### src/rtl/sriov_cap_pkg.sv
package sriov_cap_pkg;

  localparam int unsigned CAP_DWORDS = 16;
  localparam int unsigned N_VF_BARS  = 6;

  localparam logic [3:0] IDX_CTRL   = 4'd2;
  localparam logic [3:0] IDX_COUNTS = 4'd3;
  localparam logic [3:0] IDX_REQ    = 4'd4;
  localparam logic [3:0] IDX_ROUTE  = 4'd5;
  localparam logic [3:0] IDX_DEVID  = 4'd6;
  localparam logic [3:0] IDX_SUPPG  = 4'd7;
  localparam logic [3:0] IDX_SYSPG  = 4'd8;
  localparam logic [3:0] IDX_BAR0   = 4'd9;

  localparam logic [15:0] CTRL_WMASK   = 16'h0019;
  localparam logic [31:0] PG_MANDATORY = 32'h0000_0553;
  localparam logic [31:0] SYSPG_RESET  = 32'h0000_0001;

  function automatic logic is_mem64(input logic [3:0] t);
    return (!t[0]) && (t[2:1] == 2'b10);
  endfunction

  function automatic logic [31:0] bar_mask(input logic [5:0] lg, input logic upper);
    logic [63:0] m;
    if (lg == 6'd0) return 32'h0;
    m = ~((64'd1 << lg) - 64'd1);
    return upper ? m[63:32] : (m[31:0] & 32'hFFFF_FFF0);
  endfunction

  function automatic logic [31:0] be_expand(input logic [3:0] be);
    return {{8{be[3]}}, {8{be[2]}}, {8{be[1]}}, {8{be[0]}}};
  endfunction

endpackage

### src/rtl/sriov_rst_sync.sv
module sriov_rst_sync (
  input  logic clk,
  input  logic rst_n_in,
  output logic rst_n_out
);
  logic [1:0] sync_q;

  always_ff @(posedge clk or negedge rst_n_in) begin
    if (!rst_n_in) sync_q <= 2'b00;
    else           sync_q <= {sync_q[0], 1'b1};
  end

  assign rst_n_out = sync_q[1];
endmodule

### src/rtl/sriov_vf_ctrl.sv
module sriov_vf_ctrl
  import sriov_cap_pkg::*;
#(
  parameter int unsigned VF_TOTAL = 8
) (
  input  logic                clk,
  input  logic                rst_n,
  input  logic                ctrl_we,
  input  logic                req_we,
  input  logic [1:0]          be,
  input  logic [15:0]         wdata,
  output logic [15:0]         ctrl_q,
  output logic [15:0]         req_q,
  output logic [15:0]         active_q,
  output logic [VF_TOTAL-1:0] enable_vec
);
  localparam logic [15:0] TOTAL16 = 16'(VF_TOTAL);

  logic [15:0] ctrl_d, req_d, active_d, byte_m;
  logic        vfe_wr, vfe_val;

  assign byte_m  = {{8{be[1]}}, {8{be[0]}}};
  assign vfe_wr  = ctrl_we && be[0];
  assign vfe_val = wdata[0];

  always_comb begin
    ctrl_d   = ctrl_q;
    req_d    = req_q;
    active_d = active_q;
    if (ctrl_we)
      ctrl_d = ((ctrl_q & ~byte_m) | (wdata & byte_m)) & CTRL_WMASK;
    if (req_we)
      req_d = (req_q & ~byte_m) | (wdata & byte_m);
    if (vfe_wr) begin
      if (active_q != 16'd0) begin
        if (!vfe_val) active_d = 16'd0;
      end else if (vfe_val && (req_q <= TOTAL16)) begin
        active_d = req_q;
      end
    end
  end

  always_ff @(posedge clk or negedge rst_n) begin
    if (!rst_n) begin
      ctrl_q   <= 16'd0;
      req_q    <= 16'd0;
      active_q <= 16'd0;
    end else begin
      if (ctrl_we) ctrl_q <= ctrl_d;
      if (req_we)  req_q  <= req_d;
      if (vfe_wr)  active_q <= active_d;
    end
  end

  for (genvar i = 0; i < VF_TOTAL; i++) begin : g_en
    assign enable_vec[i] = (active_q > 16'(i));
  end
endmodule

### src/rtl/sriov_pgsize.sv
module sriov_pgsize
  import sriov_cap_pkg::*;
#(
  parameter logic [31:0] PG_OPTIONAL = 32'h0
) (
  input  logic        clk,
  input  logic        rst_n,
  input  logic        sys_we,
  input  logic [3:0]  be,
  input  logic [31:0] wdata,
  output logic [31:0] sup_pg,
  output logic [31:0] sys_pg
);
  localparam logic [31:0] SUP_SET = PG_MANDATORY | PG_OPTIONAL;

  logic [31:0] sys_d, wm;

  assign sup_pg = SUP_SET;
  assign wm     = be_expand(be) & SUP_SET;

  always_comb begin
    sys_d = sys_pg;
    if (sys_we) sys_d = (sys_pg & ~wm) | (wdata & wm);
  end

  always_ff @(posedge clk or negedge rst_n) begin
    if (!rst_n)      sys_pg <= SYSPG_RESET;
    else if (sys_we) sys_pg <= sys_d;
  end
endmodule

### src/rtl/sriov_bar_bank.sv
module sriov_bar_bank
  import sriov_cap_pkg::*;
#(
  parameter logic [5:0][3:0] BAR_TYPE      = '0,
  parameter logic [5:0][5:0] BAR_SIZE_LOG2 = '0
) (
  input  logic             clk,
  input  logic             rst_n,
  input  logic [5:0]       bar_we,
  input  logic [3:0]       be,
  input  logic [31:0]      wdata,
  output logic [5:0][31:0] bar_rd
);
  for (genvar i = 0; i < N_VF_BARS; i++) begin : g_bar
    localparam int unsigned PREV  = (i == 0) ? 0 : i - 1;
    localparam logic        UPPER = (i != 0) && is_mem64(BAR_TYPE[PREV]);
    localparam logic [5:0]  LG    = UPPER ? BAR_SIZE_LOG2[PREV] : BAR_SIZE_LOG2[i];
    localparam logic [31:0] MASK  = bar_mask(LG, UPPER);
    localparam logic [31:0] TYPEV = UPPER ? 32'h0 : {28'h0, BAR_TYPE[i]};

    logic [31:0] addr_q, addr_d, wm;

    assign wm = be_expand(be) & MASK;

    always_comb begin
      addr_d = addr_q;
      if (bar_we[i]) addr_d = (addr_q & ~wm) | (wdata & wm);
    end

    always_ff @(posedge clk or negedge rst_n) begin
      if (!rst_n)         addr_q <= 32'h0;
      else if (bar_we[i]) addr_q <= addr_d;
    end

    assign bar_rd[i] = addr_q | TYPEV;
  end
endmodule

### src/rtl/sriov_cap_regs.sv
module sriov_cap_regs
  import sriov_cap_pkg::*;
#(
  parameter logic [11:0]     CAP_BASE        = 12'h160,
  parameter int unsigned     VF_TOTAL        = 8,
  parameter logic [15:0]     VF_INITIAL      = 16'd8,
  parameter logic [15:0]     VF_FIRST_OFFSET = 16'd1,
  parameter logic [15:0]     VF_STRIDE       = 16'd2,
  parameter logic [15:0]     VF_DEVICE_ID    = 16'h10F1,
  parameter logic [31:0]     PG_OPTIONAL     = 32'h0000_0004,
  parameter logic [5:0][3:0] BAR_TYPE        = {4'h8, 4'h0, 4'h1, 4'h0, 4'h0, 4'hC},
  parameter logic [5:0][5:0] BAR_SIZE_LOG2   = {6'd16, 6'd0, 6'd8, 6'd12, 6'd0, 6'd20}
) (
  input  logic                clk,
  input  logic                rst_n,
  input  logic                cfg_wr,
  input  logic                cfg_rd,
  input  logic [9:0]          cfg_addr,
  input  logic [3:0]          cfg_be,
  input  logic [31:0]         cfg_wdata,
  output logic [31:0]         cfg_rdata,
  output logic [15:0]         active_vfs,
  output logic [VF_TOTAL-1:0] vf_enable
);
  localparam logic [10:0] BASE_DW = 11'(CAP_BASE >> 2);
  localparam logic [15:0] TOTAL16 = 16'(VF_TOTAL);

  logic             rst_n_s;
  logic [10:0]      rel;
  logic             in_win;
  logic [3:0]       idx;
  logic             wr_hit;
  logic [15:0]      ctrl_q, req_q;
  logic [31:0]      sup_pg, sys_pg;
  logic [5:0][31:0] bar_rd;
  logic [5:0]       bar_we;
  logic [31:0]      mux_d, rdata_d;

  sriov_rst_sync u_rst (.clk(clk), .rst_n_in(rst_n), .rst_n_out(rst_n_s));

  assign rel    = {1'b0, cfg_addr} - BASE_DW;
  assign in_win = (rel < 11'(CAP_DWORDS));
  assign idx    = rel[3:0];
  assign wr_hit = cfg_wr && in_win;

  for (genvar b = 0; b < N_VF_BARS; b++) begin : g_bwe
    assign bar_we[b] = wr_hit && (idx == IDX_BAR0 + 4'(b));
  end

  sriov_vf_ctrl #(.VF_TOTAL(VF_TOTAL)) u_vf (
    .clk       (clk),
    .rst_n     (rst_n_s),
    .ctrl_we   (wr_hit && (idx == IDX_CTRL)),
    .req_we    (wr_hit && (idx == IDX_REQ)),
    .be        (cfg_be[1:0]),
    .wdata     (cfg_wdata[15:0]),
    .ctrl_q    (ctrl_q),
    .req_q     (req_q),
    .active_q  (active_vfs),
    .enable_vec(vf_enable)
  );

  sriov_pgsize #(.PG_OPTIONAL(PG_OPTIONAL)) u_pg (
    .clk   (clk),
    .rst_n (rst_n_s),
    .sys_we(wr_hit && (idx == IDX_SYSPG)),
    .be    (cfg_be),
    .wdata (cfg_wdata),
    .sup_pg(sup_pg),
    .sys_pg(sys_pg)
  );

  sriov_bar_bank #(.BAR_TYPE(BAR_TYPE), .BAR_SIZE_LOG2(BAR_SIZE_LOG2)) u_bar (
    .clk   (clk),
    .rst_n (rst_n_s),
    .bar_we(bar_we),
    .be    (cfg_be),
    .wdata (cfg_wdata),
    .bar_rd(bar_rd)
  );

  always_comb begin
    unique case (idx)
      IDX_CTRL:   mux_d = {16'h0, ctrl_q};
      IDX_COUNTS: mux_d = {TOTAL16, VF_INITIAL};
      IDX_REQ:    mux_d = {16'h0, req_q};
      IDX_ROUTE:  mux_d = {VF_STRIDE, VF_FIRST_OFFSET};
      IDX_DEVID:  mux_d = {VF_DEVICE_ID, 16'h0};
      IDX_SUPPG:  mux_d = sup_pg;
      IDX_SYSPG:  mux_d = sys_pg;
      4'd9:       mux_d = bar_rd[0];
      4'd10:      mux_d = bar_rd[1];
      4'd11:      mux_d = bar_rd[2];
      4'd12:      mux_d = bar_rd[3];
      4'd13:      mux_d = bar_rd[4];
      4'd14:      mux_d = bar_rd[5];
      default:    mux_d = 32'h0;
    endcase
  end

  always_comb begin
    rdata_d = cfg_rdata;
    if (cfg_rd) rdata_d = in_win ? mux_d : 32'h0;
  end

  always_ff @(posedge clk or negedge rst_n_s) begin
    if (!rst_n_s)    cfg_rdata <= 32'h0;
    else if (cfg_rd) cfg_rdata <= rdata_d;
  end
endmodule

### config.mk
export PLATFORM = sky130hd
export DESIGN_NAME = sriov_cap_regs
export DESIGN_NICKNAME = d
export VERILOG_FILES = /design/src/rtl/sriov_cap_pkg.sv /design/src/rtl/sriov_rst_sync.sv /design/src/rtl/sriov_vf_ctrl.sv /design/src/rtl/sriov_pgsize.sv /design/src/rtl/sriov_bar_bank.sv /design/src/rtl/sriov_cap_regs.sv
export SDC_FILE = /design/constraint.sdc
export NUM_CORES = 1
export LEC_CHECK = 0
export ABC_AREA = 1
export ABC_CLOCK_PERIOD_IN_PS = 11730
export BUFFER_PORTS_ARGS = -buffer_cell sky130_fd_sc_hd__buf_4
export CORE_ASPECT_RATIO = 1.75
export CORE_MARGIN = 4
export CORE_UTILIZATION = 50
export CTS_CLUSTER_DIAMETER = 120
export DETAILED_ROUTE_END_ITERATION = 10
export GPL_TIMING_DRIVEN = 0
export PLACE_DENSITY = 0.73
export SKIP_LAST_GASP = 1
export SLEW_MARGIN = 10
export SYNTH_ARGS = -nofsm -noshare
export SYNTH_HDL_FRONTEND = slang
export SYNTH_HIERARCHICAL = 1
export SYNTH_SLANG_ARGS = --single-unit
### constraint.sdc
create_clock -name clk -period 11.73 [get_ports clk]
set_clock_uncertainty 0.05 [all_clocks]
set_input_delay 3.519 -clock clk [delete_from_list [all_inputs] [get_ports clk]]
set_output_delay 3.519 -clock clk [all_outputs]
set_load 0.05 [all_outputs]
Word level (Yosys, flattened, before mapping). Cells that the tools add are included.

Output and inout port bits: 56. Bits in registers: 261. Word-level logic and storage cells: 84.

Multiplexer cells: 5. Bitwise gates (word level): 30. $lt $le $gt $ge: 10. Equality and inequality tests: 13. $add $sub $neg: 1. Reductions and logical operators: 14.

Operator list (number): $pmux W32 S12 (1); $and A32 B32 Y32 (11); $or A32 B32 Y32 (6); $not A32 Y32 (5); $gt A16 B3 Y1 const B (4); $mux W16 (3); $and A16 B16 Y16 (2); $and A32 B11 Y32 (1); $gt A16 B1 Y1 const B (2); $gt A16 B2 Y1 const B (2); $mux W32 (1); $not A11 Y32 (1); $eq A4 B4 Y1 const B (6); $eq A4 B3 Y1 const B (4); $le A16 B4 Y1 const B (1); $not A16 Y16 (1); $or A16 B16 Y16 (1); $reduce_bool A16 Y1 (1); $logic_and A1 B1 Y1 (11); $lt A11 B5 Y1 const B (1); $sub A10 B7 Y11 const B (1); $eq A4 B2 Y1 const B (2); $and A5 B5 Y5 (1); $or A5 B5 Y5 (1); other kinds (3) (3).

Depth between registers and ports, before layout.
Depth after elaboration: 6. Depth in mapped cells: 13. Mapped depth without buffers: 12.

Cells and area by module. Netlist, hierarchy kept.

By module, submodules not included: sriov_bar_bank (sequential area each 2602.5 µm², cells an instance 545, instances 1, area each 4759.6 µm²); sriov_cap_regs (sequential area each 800.8 µm², cells an instance 801, instances 1, area each 4050.1 µm²); sriov_vf_ctrl (sequential area each 875.8 µm², cells an instance 189, instances 1, area each 1665.3 µm²); sriov_pgsize (sequential area each 176.4 µm², cells an instance 90, instances 1, area each 720.7 µm²); sriov_rst_sync (sequential area each 50.0 µm², cells an instance 3, instances 1, area each 53.8 µm²).

Least setup slack after synthesis. OpenSTA, ideal clock, no wires.

Path type: register to output. Start point: register u_vf.active_q[11]. End point: output vf_enable[2]. Setup slack: 6158 ps. Required time: 8161 ps. Buffers on the path: 0. Arrival time: 2003 ps. Stages on the path, launching flop included: 6. Cell sequence: dfrtp_1 nor2_1 nand3_1 nor2_4 nand3_1 o21bai_1.

Cells in the longest elaborated chain, start to end: 1.

RTL lines: start, declared (line sriov_vf_ctrl.sv:14) `output logic [15:0] active_q,`; start signal, assigned (line sriov_vf_ctrl.sv:51) `if (vfe_wr) active_q <= active_d;`; $gt A16 B2 Y1 (line sriov_vf_ctrl.sv:56) `assign enable_vec[i] = (active_q > 16'(i));`; end, declared (line sriov_cap_regs.sv:23) `output logic [VF_TOTAL-1:0] vf_enable`.

No other way between the ends.

==> results by stage <==
Run status:
- The flow ran to the end, and the final reports show no timing, DRC or antenna violations.

Logic synthesis:
- The number of synthesis warnings is 6.
- The average instance area after synthesis is slightly below 7 um2.
- The post-synthesis instance area is 11,200 um2.
- Synthesis produced a netlist whose cell count is about 1,600.

Finish:
- The final core utilization is between 60 and 70%.
- The net count of the finished layout is 1,956.
- The final non-filler cell area is about 14,000 um2.
- The repair_antennas step left the layout with diodes totalling 0.
- The signed area change from the synthesized netlist to the final layout is 21.1%.
- Cells with a size suffix above 1 make up 20.0% of the layout.

Worst setup path:
- The capturing element type of the critical path is a flop.
- Walking the worst path, the cells encountered are buf_4, inv_1, nand2_1, nor2_1, nor3b_1, nand2_1, nand2_1, nand2_1.
- In this design, the stage delay of the slowest critical-path cell is a little over 0.7 ns.
- The worst setup path is launched from an input pin.
- Broken down by cell family, the worst path's largest delay share belongs to simple AND/OR/NAND/NOR gates.
- The largest fanout on the critical path is 9.
- The critical path buffer and inverter count is 2.
- STA puts the critical path data arrival time at approximately 6.0 ns.
- The most used cell along the critical path is sky130_fd_sc_hd__nand2_1.
- Data on the critical path is required at its endpoint by between 10 and 15 ns.
- The path type of the worst setup path is in -> reg.
- The cell at the slowest stage of the critical path is sky130_fd_sc_hd__nor3b_1.

Place:
- Summed over all nets, the half-perimeter wirelength after detailed placement is 26,100 um.
- The routability congestion estimate from global placement is 0.959.
- The number of port buffers is approximately 100.
- The standard cell area after detailed placement is approximately 13,000 um2.

CTS:
- The number of setup buffers added after CTS is 0.
- After clock tree synthesis, the clock-pin slew on the worst setup and hold paths is 0.07 ns.
- The clock root buffer master is sky130_fd_sc_hd__clkbuf_16.
- The clock passes through at most 2 buffers.
- The number of clock sinks is between 150 and 200.
- For the worst-skew pair, the clock arrives at the later sink with an insertion delay of roughly 0.45 ns.
- CTS built an H-tree with a depth of 4.
- The quantity of gates resized following cts is 0.
- The total clock buffers created by CTS is 17.
- The hold buffer count at cts is 0.
- TritonCTS built the clock tree.

Die:
- Pin placement for this block handled around 110 I/O pins.
- The starting density of the core is about half.
- In this run the horizontal extent of the chip is around 120 um.
- The placeable core region is about 22,000 um2.
- The number of placement rows is 72.
- The die is between 200 and 250 um tall.
- The floorplan step defined a die boundary enclosing between 20,000 and 30,000 um2.

STA:
- At the pin with the least slew margin, the transition time is around 0.9 ns.
- The share of the cycle needed by the critical path after routing is ~48%.
- Counting I/O delays and the setup requirement, the final critical path takes roughly 5.7 ns.
- The number of pins with negative max-slew slack in the final report is 0.
- Hold is met by 0.316 ns.
- In this run the tightest slew margin relative to its limit is 40.0%.
- Setup repair after global routing left no endpoint under its margin.
- Setup violations remaining at the end of the flow were counted as 0.
- Based on the critical path, the design can be clocked at up to around 180 MHz.
- The final count of hold timing violations was 0.
- After routing, the total negative slack on setup checks comes to 0 ns.

Power and ir drop:
- The power per unit of standard cell area is ~100 nW/um2.
- The static leakage is approximately 8.2 nW.
- Power comes to about 1.4 mW.
- Across the VDD grid, the largest voltage drop is roughly 0.00009 V.

Drt:
- The detailed-routing iteration count for the pre-antenna-repair pass is 7.
- The number of violations reported at the end of detailed-routing iteration 0 is between 800 and 900.
- The detail route stage leaves a number of antenna-violating nets equal to 0.
- The post-route DRC violation count is 0.
- The number of vias in the routed layout is about 11,000.
- The total length of routed wires is 34,600 um.
- The detail-routed via count per cell is ~4.9.
- The detailed-route wire length per cell is between 15 and 20 um.

GRT:
- The number of antenna violations at the first check in global routing came to 0.
- The first global-routing pass estimated between 50,000 and 60,000 um of wire.
- The number of global-route vias before repair came to between 10,000 and 15,000.
- The total congestion overflow after global routing is 0.
- The pin count of the biggest net entering global routing is 61.
- In the global route stage, overall resource usage came out at between 20% and 30%.

Min path:
- The worst min-delay path category is reg -> reg.

Job:
- The number of maximum-capacitance violations is 0.
metrics by stage:
step / setup slack, ns / instances
finish: 6.05 / 2214
detailed placement: 5.65 / 2182
global placement: 4.18 / 2179
CTS: 6.16 / 2214
global route: 5.95 / 2214
floorplan: 6.16 / 1780
final timing paths:
kind,from,end,slack (ns),depth (start not counted)
worst max-delay path,cfg_addr[2],flop,6.05,8
worst min-delay path,u_rst/sync_q[0],u_rst/sync_q[1],0.32,0
worst max register to register,u_rst/sync_q[1],async pin,10.04,3
worst min register to register,u_rst/sync_q[0],u_rst/sync_q[1],0.32,0
max in group asynchronous,rst_n,u_rst/sync_q[1],8.75,1
min in group asynchronous,u_rst/sync_q[1],u_vf/active_q[12],0.33,0
report_power, final:
| group | switching [mW] | total, mW | leakage (nW) | internal (mW) |
|---|---|---|---|---|
| sequential | 0.00780 | 0.635 | 2.47 | 0.628 |
| combinational | 0.0998 | 0.167 | 5.49 | 0.0675 |
| clock | 0.269 | 0.574 | 0.283 | 0.305 |
| total | 0.377 | 1.38 | 8.25 | 1.00 |
metal layers:
| metal | global-route usage (%) | share of wire, % | up-vias |
|---|---|---|---|
| li1 | - | - | 5382 |
| met1 | 32.6 | 38 | 4884 |
| met2 | 51.4 | 51 | 379 |
| met3 | 4.63 | 5.8 | 99 |
| met4 | 14.3 | 4.4 | 0 |
| met5 | 0 | 0 | - |
final cells by class:
class | count | area (um2)
fill | 2195 | 8550
buffer | 231 | 1580
timing repair buffer | 106 | 841
clock inverter | 14 | 143
multi-input combinational | 1291 | 5450
sequential | 180 | 4510
tap | 296 | 370
inverter | 78 | 293
clock buffer | 18 | 439
worst register-to-register path: stages (launching register included):
cell and delay [ns]:
sky130_fd_sc_hd__dfrtp_4 0.88, sky130_fd_sc_hd__buf_12 0.31, sky130_fd_sc_hd__buf_12 0.26, sky130_fd_sc_hd__buf_16 0.33
cells in the final DEF (no fill, tap or decap), types with 3 or more instances in the layout:
cell                        count
sky130_fd_sc_hd__nor3_1         3
sky130_fd_sc_hd__a21oi_1        9
sky130_fd_sc_hd__conb_1       159
sky130_fd_sc_hd__nor2_4         3
sky130_fd_sc_hd__nand4_1        6
sky130_fd_sc_hd__nor2_2         7
sky130_fd_sc_hd__nor3b_1        5
sky130_fd_sc_hd__mux2_2         7
sky130_fd_sc_hd__clkbuf_16     17
sky130_fd_sc_hd__buf_6          4
sky130_fd_sc_hd__clkbuf_1      19
sky130_fd_sc_hd__nand2_1      656
sky130_fd_sc_hd__buf_4        266
sky130_fd_sc_hd__inv_1         72
sky130_fd_sc_hd__nand3_1      304
sky130_fd_sc_hd__nor2_1       108
sky130_fd_sc_hd__buf_2         44
sky130_fd_sc_hd__inv_6          6
sky130_fd_sc_hd__nand2_2        8
sky130_fd_sc_hd__dfrtp_1      178
sky130_fd_sc_hd__inv_2          4
sky130_fd_sc_hd__o21ai_0        7
No activity file was read; power rests on OpenSTA's default activity.
